`src/rtl/eoc_spi_pkg.sv`:
```
package eoc_spi_pkg;

    localparam int FRAME_BITS  = 22;
    localparam int TAG_BITS    = 2;
    localparam int SAMPLE_BITS = 10;

    typedef enum logic [2:0] {
        ST_IDLE,
        ST_CFG_LOAD,
        ST_CFG_SHIFT,
        ST_ARMED,
        ST_RD_LOAD,
        ST_RD_SHIFT,
        ST_RD_DONE
    } rd_state_e;

endpackage

```
`src/rtl/eoc_edge_sync.sv`:
```
module eoc_edge_sync #(
    parameter int STAGES = 2
) (
    input  logic clk,
    input  logic rst_n,
    input  logic async_in,
    output logic rise
);

    logic [STAGES:0] chain_q;

    always_ff @(posedge clk) begin
        if (!rst_n) begin
            chain_q <= '0;
        end else begin
            chain_q <= {chain_q[STAGES-1:0], async_in};
        end
    end

    // Edge is taken between the last synchronizer stage and its history copy
    assign rise = chain_q[STAGES-1] & ~chain_q[STAGES];

endmodule

```
`src/rtl/sclk_rate_reg.sv`:
```
module sclk_rate_reg #(
    parameter int DIV_W     = 8,
    parameter int DIV_RESET = 4
) (
    input  logic               clk,
    input  logic               rst_n,
    input  logic               load,
    input  logic               allow,
    input  logic [DIV_W-1:0]   value,
    output logic [DIV_W-2:0]   half
);

    localparam int HALF_W     = DIV_W - 1;
    localparam int HALF_RST_I = (DIV_RESET / 2 < 1) ? 1 : DIV_RESET / 2;
    localparam logic [HALF_W-1:0] HALF_RST = HALF_W'(HALF_RST_I);

    logic [HALF_W-1:0] half_q;

    always_ff @(posedge clk) begin
        if (!rst_n) begin
            half_q <= HALF_RST;
        end else if (load && allow) begin
            if (value[DIV_W-1:1] == '0) begin
                half_q <= HALF_W'(1);
            end else begin
                half_q <= value[DIV_W-1:1];
            end
        end
    end

    assign half = half_q;

endmodule

```
`src/rtl/spi_bit_engine.sv`:
```
module spi_bit_engine #(
    parameter int BITS   = 22,
    parameter int HALF_W = 7
) (
    input  logic              clk,
    input  logic              rst_n,
    input  logic              start,
    input  logic [BITS-1:0]   tx_word,
    input  logic [HALF_W-1:0] half,
    input  logic              miso,
    output logic              sclk,
    output logic              mosi,
    output logic              cs_n,
    output logic              done,
    output logic              busy,
    output logic [BITS-1:0]   rx_word
);

    localparam int BCNT_W = $clog2(BITS);
    localparam logic [BCNT_W-1:0] LAST_BIT = BCNT_W'(BITS - 1);

    logic              busy_q;
    logic              sclk_q;
    logic              done_q;
    logic [HALF_W-1:0] hcnt_q;
    logic [BCNT_W-1:0] bitn_q;
    logic [BITS-1:0]   tx_sh_q;
    logic [BITS-1:0]   rx_sh_q;

    always_ff @(posedge clk) begin
        if (!rst_n) begin
            busy_q  <= 1'b0;
            sclk_q  <= 1'b0;
            done_q  <= 1'b0;
            hcnt_q  <= '0;
            bitn_q  <= '0;
            tx_sh_q <= '0;
            rx_sh_q <= '0;
        end else begin
            done_q <= 1'b0;
            if (!busy_q) begin
                if (start) begin
                    busy_q  <= 1'b1;
                    sclk_q  <= 1'b0;
                    hcnt_q  <= '0;
                    bitn_q  <= '0;
                    tx_sh_q <= tx_word;
                end
            end else if (hcnt_q == half - 1'b1) begin
                hcnt_q <= '0;
                if (!sclk_q) begin
                    // Rising edge: capture the slave's bit
                    sclk_q  <= 1'b1;
                    rx_sh_q <= {rx_sh_q[BITS-2:0], miso};
                end else begin
                    // Falling edge: advance or finish
                    sclk_q <= 1'b0;
                    if (bitn_q == LAST_BIT) begin
                        busy_q <= 1'b0;
                        done_q <= 1'b1;
                    end else begin
                        bitn_q  <= bitn_q + 1'b1;
                        tx_sh_q <= {tx_sh_q[BITS-2:0], 1'b0};
                    end
                end
            end else begin
                hcnt_q <= hcnt_q + 1'b1;
            end
        end
    end

    assign sclk    = sclk_q;
    assign mosi    = tx_sh_q[BITS-1];
    assign cs_n    = ~busy_q;
    assign done    = done_q;
    assign busy    = busy_q;
    assign rx_word = rx_sh_q;

endmodule

```
`src/rtl/eoc_spi_reader.sv`:
```
module eoc_spi_reader
    import eoc_spi_pkg::*;
#(
    parameter int CFG_COUNT   = 3,
    parameter logic [CFG_COUNT*22-1:0] CFG_WORDS = {22'h0ABCDE, 22'h155AA5, 22'h2C3F01},
    parameter int DIV_W       = 8,
    parameter int DIV_RESET   = 4,
    parameter int OVF_W       = 4,
    parameter int SYNC_STAGES = 2
) (
    input  logic                   clk,
    input  logic                   rst_n,
    input  logic                   cfg_start,
    input  logic                   div_load,
    input  logic [DIV_W-1:0]       div_value,
    input  logic                   eoc,
    output logic                   spi_sclk,
    output logic                   spi_cs_n,
    output logic                   spi_mosi,
    input  logic                   spi_miso,
    output logic                   cfg_done,
    output logic                   out_valid,
    input  logic                   out_ready,
    output logic [FRAME_BITS-1:0]  out_frame,
    output logic [TAG_BITS-1:0]    out_tag,
    output logic [SAMPLE_BITS-1:0] out_ch0,
    output logic [SAMPLE_BITS-1:0] out_ch1,
    output logic [OVF_W-1:0]       ovf_count
);

    localparam int HALF_W = DIV_W - 1;
    localparam int CIDX_W = (CFG_COUNT > 1) ? $clog2(CFG_COUNT) : 1;
    localparam logic [CIDX_W-1:0] CIDX_LAST = CIDX_W'(CFG_COUNT - 1);
    localparam logic [OVF_W-1:0]  OVF_MAX   = {OVF_W{1'b1}};

    rd_state_e state_q, state_d;

    logic                  eoc_rise;
    logic                  pending_q;
    logic [CIDX_W-1:0]     cfg_idx_q;
    logic [FRAME_BITS-1:0] frame_q;
    logic [OVF_W-1:0]      ovf_q;
    logic [HALF_W-1:0]     half;

    logic                  eng_start;
    logic [FRAME_BITS-1:0] eng_tx;
    logic                  eng_done;
    logic                  eng_busy;
    logic [FRAME_BITS-1:0] eng_rx;

    logic                  armed_any;
    logic                  rate_allow;

    // ---------------- submodules ----------------
    eoc_edge_sync #(
        .STAGES (SYNC_STAGES)
    ) u_sync (
        .clk      (clk),
        .rst_n    (rst_n),
        .async_in (eoc),
        .rise     (eoc_rise)
    );

    sclk_rate_reg #(
        .DIV_W     (DIV_W),
        .DIV_RESET (DIV_RESET)
    ) u_rate (
        .clk   (clk),
        .rst_n (rst_n),
        .load  (div_load),
        .allow (rate_allow),
        .value (div_value),
        .half  (half)
    );

    spi_bit_engine #(
        .BITS   (FRAME_BITS),
        .HALF_W (HALF_W)
    ) u_engine (
        .clk     (clk),
        .rst_n   (rst_n),
        .start   (eng_start),
        .tx_word (eng_tx),
        .half    (half),
        .miso    (spi_miso),
        .sclk    (spi_sclk),
        .mosi    (spi_mosi),
        .cs_n    (spi_cs_n),
        .done    (eng_done),
        .busy    (eng_busy),
        .rx_word (eng_rx)
    );

    // ---------------- state register ----------------
    always_ff @(posedge clk) begin
        if (!rst_n) begin
            state_q <= ST_IDLE;
        end else begin
            state_q <= state_d;
        end
    end

    // ---------------- next-state logic ----------------
    always_comb begin
        state_d = state_q;
        unique case (state_q)
            ST_IDLE:      if (cfg_start) state_d = ST_CFG_LOAD;
            ST_CFG_LOAD:  state_d = ST_CFG_SHIFT;
            ST_CFG_SHIFT: if (eng_done) begin
                              state_d = (cfg_idx_q == CIDX_LAST) ? ST_ARMED : ST_CFG_LOAD;
                          end
            ST_ARMED:     if (pending_q) state_d = ST_RD_LOAD;
            ST_RD_LOAD:   state_d = ST_RD_SHIFT;
            ST_RD_SHIFT:  if (eng_done) state_d = ST_RD_DONE;
            ST_RD_DONE:   state_d = ST_ARMED;
            default:      state_d = ST_IDLE;
        endcase
    end

    // ---------------- state outputs ----------------
    always_comb begin
        eng_start  = 1'b0;
        eng_tx     = '0;
        out_valid  = 1'b0;
        armed_any  = 1'b0;
        rate_allow = 1'b0;
        unique case (state_q)
            ST_IDLE:      rate_allow = ~eng_busy;
            ST_CFG_LOAD:  begin
                              eng_start = 1'b1;
                              eng_tx    = CFG_WORDS[cfg_idx_q*FRAME_BITS +: FRAME_BITS];
                          end
            ST_CFG_SHIFT: ;
            ST_ARMED:     begin
                              armed_any  = 1'b1;
                              rate_allow = ~eng_busy;
                          end
            ST_RD_LOAD:   begin
                              armed_any = 1'b1;
                              eng_start = 1'b1;
                          end
            ST_RD_SHIFT:  armed_any = 1'b1;
            ST_RD_DONE:   begin
                              armed_any = 1'b1;
                              out_valid = 1'b1;
                          end
            default:      ;
        endcase
    end

    assign cfg_done = armed_any;

    // ---------------- datapath registers ----------------
    always_ff @(posedge clk) begin
        if (!rst_n) begin
            cfg_idx_q <= '0;
        end else if (state_q == ST_IDLE) begin
            cfg_idx_q <= '0;
        end else if (state_q == ST_CFG_SHIFT && eng_done && cfg_idx_q != CIDX_LAST) begin
            cfg_idx_q <= cfg_idx_q + 1'b1;
        end
    end

    // A new edge wins over the clear so that no request is lost
    always_ff @(posedge clk) begin
        if (!rst_n) begin
            pending_q <= 1'b0;
        end else if (eoc_rise && armed_any) begin
            pending_q <= 1'b1;
        end else if (state_q == ST_RD_LOAD) begin
            pending_q <= 1'b0;
        end
    end

    always_ff @(posedge clk) begin
        if (!rst_n) begin
            frame_q <= '0;
        end else if (state_q == ST_RD_SHIFT && eng_done) begin
            frame_q <= eng_rx;
        end
    end

    always_ff @(posedge clk) begin
        if (!rst_n) begin
            ovf_q <= '0;
        end else if (out_valid && !out_ready && ovf_q != OVF_MAX) begin
            ovf_q <= ovf_q + 1'b1;
        end
    end

    assign out_frame = frame_q;
    assign out_tag   = frame_q[FRAME_BITS-1 -: TAG_BITS];
    assign out_ch0   = frame_q[2*SAMPLE_BITS-1 -: SAMPLE_BITS];
    assign out_ch1   = frame_q[SAMPLE_BITS-1:0];
    assign ovf_count = ovf_q;

endmodule

```
`config.mk`:
```
export PLATFORM = sky130hd
export DESIGN_NAME = eoc_spi_reader
export DESIGN_NICKNAME = d
export VERILOG_FILES = /design/src/rtl/eoc_spi_pkg.sv /design/src/rtl/eoc_edge_sync.sv /design/src/rtl/sclk_rate_reg.sv /design/src/rtl/spi_bit_engine.sv /design/src/rtl/eoc_spi_reader.sv
export SDC_FILE = /design/constraint.sdc
export NUM_CORES = 1
export LEC_CHECK = 0
export BUFFER_PORTS_ARGS = -buffer_cell sky130_fd_sc_hd__buf_2
export CAP_MARGIN = 30
export CORE_MARGIN = 3
export CORE_UTILIZATION = 52
export CTS_BUF_LIST = sky130_fd_sc_hd__clkbuf_4
export DETAILED_ROUTE_END_ITERATION = 8
export PLACE_DENSITY = 0.72
export SYNTH_ARGS = -nofsm -noshare
export SYNTH_HDL_FRONTEND = slang
export SYNTH_SLANG_ARGS = --single-unit
```
`constraint.sdc`:
```
create_clock -name clk -period 8.6 [get_ports clk]
set_input_delay 0.86 -clock clk [delete_from_list [all_inputs] [get_ports clk]]
set_output_delay 0.86 -clock clk [all_outputs]
set_load 0.01 [all_outputs]
```
# ---- Yosys cells after proc, flatten, opt, wreduce, memory -nomap -nowiden
# Cells that the tools add are included.
dict set report word_totals {
  regBits 101
  input_bits 15
  out_inout_bits 53
  word_cells 102
}
dict set report classes {
  add_sub_neg 5
  n_mul 1
  n_eq_ne 18
  n_shift 1
  muxes 37
  bitwise_logic 5
  reduce_logical 21
}
# cell n
set op_table {}
lappend op_table {{two-way mux 22 bit} 6}
lappend op_table {{indexed part select 66 x 8 -> 22 bit (first input constant)} 1}
lappend op_table {{two-way mux 7 bit} 4}
lappend op_table {{two-way mux 5 bit} 5}
lappend op_table {{one-hot mux 3 bit (7 select lines)} 1}
lappend op_table {{two-way mux 1 bit} 16}
lappend op_table {{two-way mux 3 bit} 4}
lappend op_table {{!= test 2 bit (second input constant)} 6}
lappend op_table {{AND reduction 4 bit} 3}
lappend op_table {{== test 3 bit (second input constant)} 3}
lappend op_table {{adder 7 x 1 -> 7 bit (second input constant)} 1}
lappend op_table {{== test 7 bit} 1}
lappend op_table {{logical AND 1 bit} 7}
lappend op_table {{zero test 7 bit} 1}
lappend op_table {{subtractor 7 x 1 -> 7 bit (second input constant)} 1}
lappend op_table {{== test 3 x 2 -> 1 bit (second input constant)} 2}
lappend op_table {{multiplier 2 x 4 -> 6 bit (second input constant)} 1}
lappend op_table {{OR reduction 2 bit} 3}
lappend op_table {{adder 5 x 1 -> 5 bit (second input constant)} 1}
lappend op_table {{== test 5 bit (second input constant)} 1}
lappend op_table {{adder 4 x 1 -> 4 bit (second input constant)} 1}
lappend op_table {{!= test 2 x 1 -> 1 bit (second input constant)} 2}
lappend op_table {{!= test 4 bit (second input constant)} 1}
lappend op_table {{NOT 1 bit} 4}
lappend op_table {{other kinds (11)} 12}

# ---- Longest topological paths before layout
dict set report depth {
  word_depth 5
  ltp_mapped 12
  mapped_depth_nobuf 8
}

# ---- Modules after synthesis
# A second synthesis with hierarchy kept.
dict set report unflattened {
  hier_cells 545
  hier_area_um2 4855.9
}
# mod instances cells_per_inst area_each_um2 seq_area_each_um2
set by_module_without_submodules {}
lappend by_module_without_submodules {spi_bit_engine 1 305 2876.5 1181.1}
lappend by_module_without_submodules {eoc_spi_reader 1 200 1606.5 640.6}
lappend by_module_without_submodules {sclk_rate_reg 1 33 280.3 140.1}
lappend by_module_without_submodules {eoc_edge_sync 1 7 92.6 60.1}

# ---- Worst setup path after synthesis
# OpenSTA, ideal clock, no wires.
dict set report synth_path {
  path_kind {reg-to-reg}
  startpoint {reg u_rate.half_q[0], in the netlist u_rate.half[0]}
  endpoint {reg u_engine.bitn_q[1]}
  setup_time_ns 0.065
  t_arrival_ns 2.635
  t_required_ns 8.535
  path_slack_ns 5.900
  stages_incl_launch_ff 12
  path_buffers 3
  period_less_slack_ns 2.700
  path_cell_list {dfxtp_1 -> clkbuf_1 -> inv_1 -> ha_1 -> clkbuf_1 -> nand2b_1 -> or4_1 -> a31o_1 -> a2111oi_4 -> buf_6 -> mux2_2 -> nor2_1}
}
dict set report synth_via {
  elab_chain_len 4
}
# item line_no
set synth_lines {}
lappend synth_lines {{start, declared} sclk_rate_reg.sv:17} ;# logic [HALF_W-1:0] half_q;
lappend synth_lines {{start signal, assigned} sclk_rate_reg.sv:26} ;# half_q <= value[DIV_W-1:1];
lappend synth_lines {{subtractor 7 x 1 -> 7 bit} spi_bit_engine.sv:49} ;# end else if (hcnt_q == half - 1'b1) begin
lappend synth_lines {{== test 7 bit} spi_bit_engine.sv:49}
lappend synth_lines {{!= test 2 bit (no source line)} --}
lappend synth_lines {{AND reduction 4 bit (no source line)} --}
lappend synth_lines {{end signal, assigned} spi_bit_engine.sv:62} ;# bitn_q <= bitn_q + 1'b1;
lappend synth_lines {{end, declared} spi_bit_engine.sv:26} ;# logic [BCNT_W-1:0] bitn_q;
# Every way passes these cells.
# A chain may end at the register's enable or synchronous reset.

# ---- Worst setup path after layout
dict set report layout_path {
  startpoint {reg u_rate.half_q[2], in the netlist u_rate.half[2]}
  endpoint {reg u_engine.tx_sh_q[18]}
}
dict set report layout_via {
  elab_chain_len 4
}
# item line_no
set layout_lines {}
lappend layout_lines {{subtractor 7 x 1 -> 7 bit} spi_bit_engine.sv:49}
lappend layout_lines {{== test 7 bit} spi_bit_engine.sv:49}
lappend layout_lines {{!= test 2 bit (no source line)} --}
lappend layout_lines {{AND reduction 4 bit (no source line)} --}
lappend layout_lines {{end signal, assigned} spi_bit_engine.sv:47} ;# tx_sh_q <= tx_word;
lappend layout_lines {{end signal, assigned} spi_bit_engine.sv:63} ;# tx_sh_q <= {tx_sh_q[BITS-2:0], 1'b0};
lappend layout_lines {{end, declared} spi_bit_engine.sv:27} ;# logic [BITS-1:0] tx_sh_q;
# Every way passes these cells.

==> results.tsv <==
stage	metric	value	unit
drt	final wirelength	8940	um
finish	final non-filler cell total	660	
clocking	TritonCTS buffer count	9	
finish	final std cell area, no fill	4910	um2
synth	most common cell in the netlist	dfxtp_1	
min_path	hold_sp	u_engine.tx_sh_q[3]	
global_routing	total track usage	18.4	%
drt	WL/cell	13.5	um
clocking	clock slew at reported path FFs	0.19	ns
synth	count of cell types in the netlist	58	
worst_setup_path	critical path data arrival time	3.33	ns
place	PortBufs	66	
worst_setup_path	nature of the critical path startpoint	register	
clocking	TritonCTS Sinks	101	
synth	syn nets	549	
min_path	Hold Crit Depth	2	
clocking	CTS tree	done	
finish	Fill cells	760	
floorplanning	Die Ht	99.9	um
place	placed inst area	4770	um2
sta	setup TNS	0	ns
finish	Layout Nets	574	
worst_setup_path	Top Family by Delay on Critical Path	simple AND/OR/NAND/NOR gates	
synth	mux share of post-synthesis cell area	7.02	%
floorplanning	Initial Utilization	54.6	%
pwr	Worst VDD drop	0.000106	V
synth	Synth Flop Type	dfxtp_1	
worst_setup_path	Worst Path Max Fanout	44	
synth	Ys Warns	0	
clocking	number of hold buffers added after CTS	0	
worst_setup_path	Worst R2R Start	u_rate.half[2]	
pwr	Pleak	2.05	nW
worst_setup_path	RR Endpoint	u_engine.tx_sh_q[18]	
pwr	fraction of power spent switching nets	29.3	%
worst_setup_path	critical path cell sequence	or3_4 > or4_1 > a31o_1 > a2111oi_4 > buf_4 > or2_2 > mux2i_1	
synth	Yosys reg bits	101	
place	detailed-placement wirelength estimate	6120	um
sta	Setup Skew	0.0279	ns
finish	share of cells above drive strength 1	17.3	%
pwr	Combinational Power Share	10.6	%
synth	synth top area cells	dfxtp_1 (44%), nand2_1 (7.9%), mux2i_1 (6.8%)	
clocking	clk_lat worst skew	0.46	ns
synth	sequential area share after synthesis	44.1	%
floorplanning	die area	9970	um2
sta	Least-Margin Pin Slew	0.999	ns
worst_setup_path	CP Capture Type	register	
job	maxcap violations	0	
pwr	Power Density	171	nW/um2
pwr	clock share of power	29.5	%
place	GPL Wtd Cong	0.834	
sta	minimum clock period	2.95	ns
worst_setup_path	Stages on worst setup path	7	
global_routing	vias in the first global route	3288	
synth	post-synth top area share	44.1	%
global_routing	antenna violations before repair	0	
sta	crit share post-route	34.3	%
global_routing	GRT Residual Overflow	0	
synth	Commonest cells post-synth	dfxtp_1 (101), nand2_1 (97), a21oi_1 (39)	
synth	Avg Inst Size Synth	8.73	um2
sta	Hold Fails Final Rpt	0	
synth	largest family of logic cells by synthesized area	simple AND/OR/NAND/NOR gates	
place	pre-CTS WS	5.35	ns
clocking	CTS H-tree depth	3	
place	dpl cells	644	
drt	First DRT Iteration DRCs	202	
synth	Post-synth EDFFs	0	
sta	unrepaired setup endpoints after global routing	no	
synth	Synth Area in Compound Gates	17.0	%
sta	final setup fails	0	
synth	Synth area leader	dfxtp_1	
clocking	clock root buffer	clkbuf_4	
worst_setup_path	FF-to-FF setup slack	5.65	ns
worst_setup_path	crit path buf inv count	1	
floorplanning	I/O pins	68	
finish	register area	2020	um2
clocking	post-CTS setup buffers	0	
drt	DR pass1 iterations	5	
pwr	Pint	0.593	mW
pwr	power share of the sequential group	59.9	%
worst_setup_path	Worst Reg-to-Reg Cells	7	
synth	asr flop ratio synth	0	%
finish	post-layout util	58.6	%
pwr	Switch Pwr	0.246	mW
status	status	complete, no violations	
min_path	Hold Path Sink	u_engine.tx_sh_q[4]	
drt	DRT antenna net count	0	
clocking	post-cts sizing count	0	
clocking	CTS Buffer Depth	2	
sta	Setup WS post-layout	5.65	ns
floorplanning	Core Area	8380	um2
sta	achievable frequency	0.339	GHz
synth	adder-cell share of the synthesized area	2.46	%
synth	Post-Synth XOR/XNOR Area	3.36	%
drt	# DRC	0	
synth	synthesized cell area	4580	um2
floorplanning	num rows	33	
worst_setup_path	slowest CP cell	or4_1	
global_routing	largest net degree at the start of global routing	47	
floorplanning	Die Width	99.9	um
worst_setup_path	WP data required	8.98	ns
synth	simple logic cell fraction of the synthesized area	18.4	%
finish	Multi-input gate area	2210	um2
drt	via count	3608	
synth	Syn Inst Count	525	
worst_setup_path	CP peak stage delay	0.53	ns
min_path	Hold Path Class	register to register	
worst_setup_path	kind of critical path	register to register	
finish	area grow syn2layout	7.27	%
global_routing	first-pass GRT wire length	15200	um
finish	antenna cells	0	
sta	Final Max Tran Viols	0	
drt	Via density	5.47	
sta	Max-slew headroom	33.3	%
[worst min-delay path: cells and delay by family, from the launching register on]
family / cells / cell delay [ns]
AO/OA/AOI/OAI: 1 / 0.06
flip-flops: 1 / 0.34
AND/OR/NAND/NOR: 1 / 0.05
[metal layers]
metal | wire, um | share of wire (%) | vias up | global-route usage (%)
li1 | - | - | 1856 | -
met1 | 4150 | 46 | 1679 | 24.2
met2 | 4330 | 48 | 64 | 30.4
met3 | 350 | 3.9 | 9 | 3.61
met4 | 111 | 1.2 | 0 | 5.88
met5 | 0 | 0 | - | 0
[metrics by stage]
| step | hold WS [ns] | total power, mW |
|---|---|---|
| floorplan | 0.412 | 0.579 |
| detailed placement | 0.425 | 0.601 |
| CTS | 0.460 | 0.847 |
| finish | 0.454 | 0.839 |
| global placement | 0.414 | 0.598 |
| global route | 0.468 | 0.879 |
[cell usage in the layout, fill, tap and decap left out, drive strengths merged, types with 6 or more instances in the layout]
master and count:
a21oi 40, dfxtp 101, nor2b 6, nand3 11, mux2i 31, nor3 16, a211oi 13, inv 13
clkbuf 9, nand2 97, nor2 26, o21ai 15, ha 9, xnor2 11, buf 71
[area by class of cell]
| cell class | instances | share of cell area (%) |
|---|---|---|
| flip-flops and latches | 101 | 41.2 |
| multi-input cells | 357 | 45.0 |
| well taps | 105 | 2.67 |
| inverters | 10 | 0.764 |
| clock buffers | 9 | 1.38 |
| clock inverters | 7 | 1.53 |
| repair buffers | 71 | 7.49 |
[power groups by stage]
stage                     logic [mW]  clock network [mW]  registers, mW
final                         0.0890               0.247          0.502
after global placement        0.0864                   0          0.512
after CTS                     0.0895               0.255          0.502
after floorplan               0.0757                   0          0.503
after global routing          0.0997               0.274          0.506
after detailed placement      0.0893                   0          0.512
[worst max-delay path by stage]
stage                     slack (ns)                   end            from
after CTS                       5.64              spi_cs_n   u_engine.busy
after detailed placement        5.35  u_engine.tx_sh_q[21]           rst_n
after global routing            5.40  u_engine.tx_sh_q[18]  u_rate.half[0]
after global placement          5.44  u_engine.tx_sh_q[21]           rst_n
final                           5.65  u_engine.tx_sh_q[18]  u_rate.half[2]
after floorplan                 5.90    u_engine.bitn_q[1]  u_rate.half[0]
[state kept, by name, indices dropped and copies added (netlist names)]
| signal | cells |
|---|---|
| cfg_idx_q | 2 |
| out_frame | 22 |
| ovf_count | 4 |
| pending_q | 1 |
| state_q | 3 |
| u_engine.bitn_q | 5 |
| u_engine.busy | 1 |
| u_engine.done | 1 |
| u_engine.hcnt_q | 7 |
| u_engine.rx_word | 22 |
| u_engine.sclk | 1 |
| u_engine.tx_sh_q | 22 |
| u_rate.half | 7 |
| u_sync.chain_q | 3 |
[cell families after synthesis]
kind of cell	after synthesis
buffers and inverters	67
muxes	32
adders and majority gates	9
and+or+nand+nor	185
AOI/OAI and AO/OA	115
xor gates and xnor gates	16
DFF	101
No activity file was read; power rests on OpenSTA's default activity.
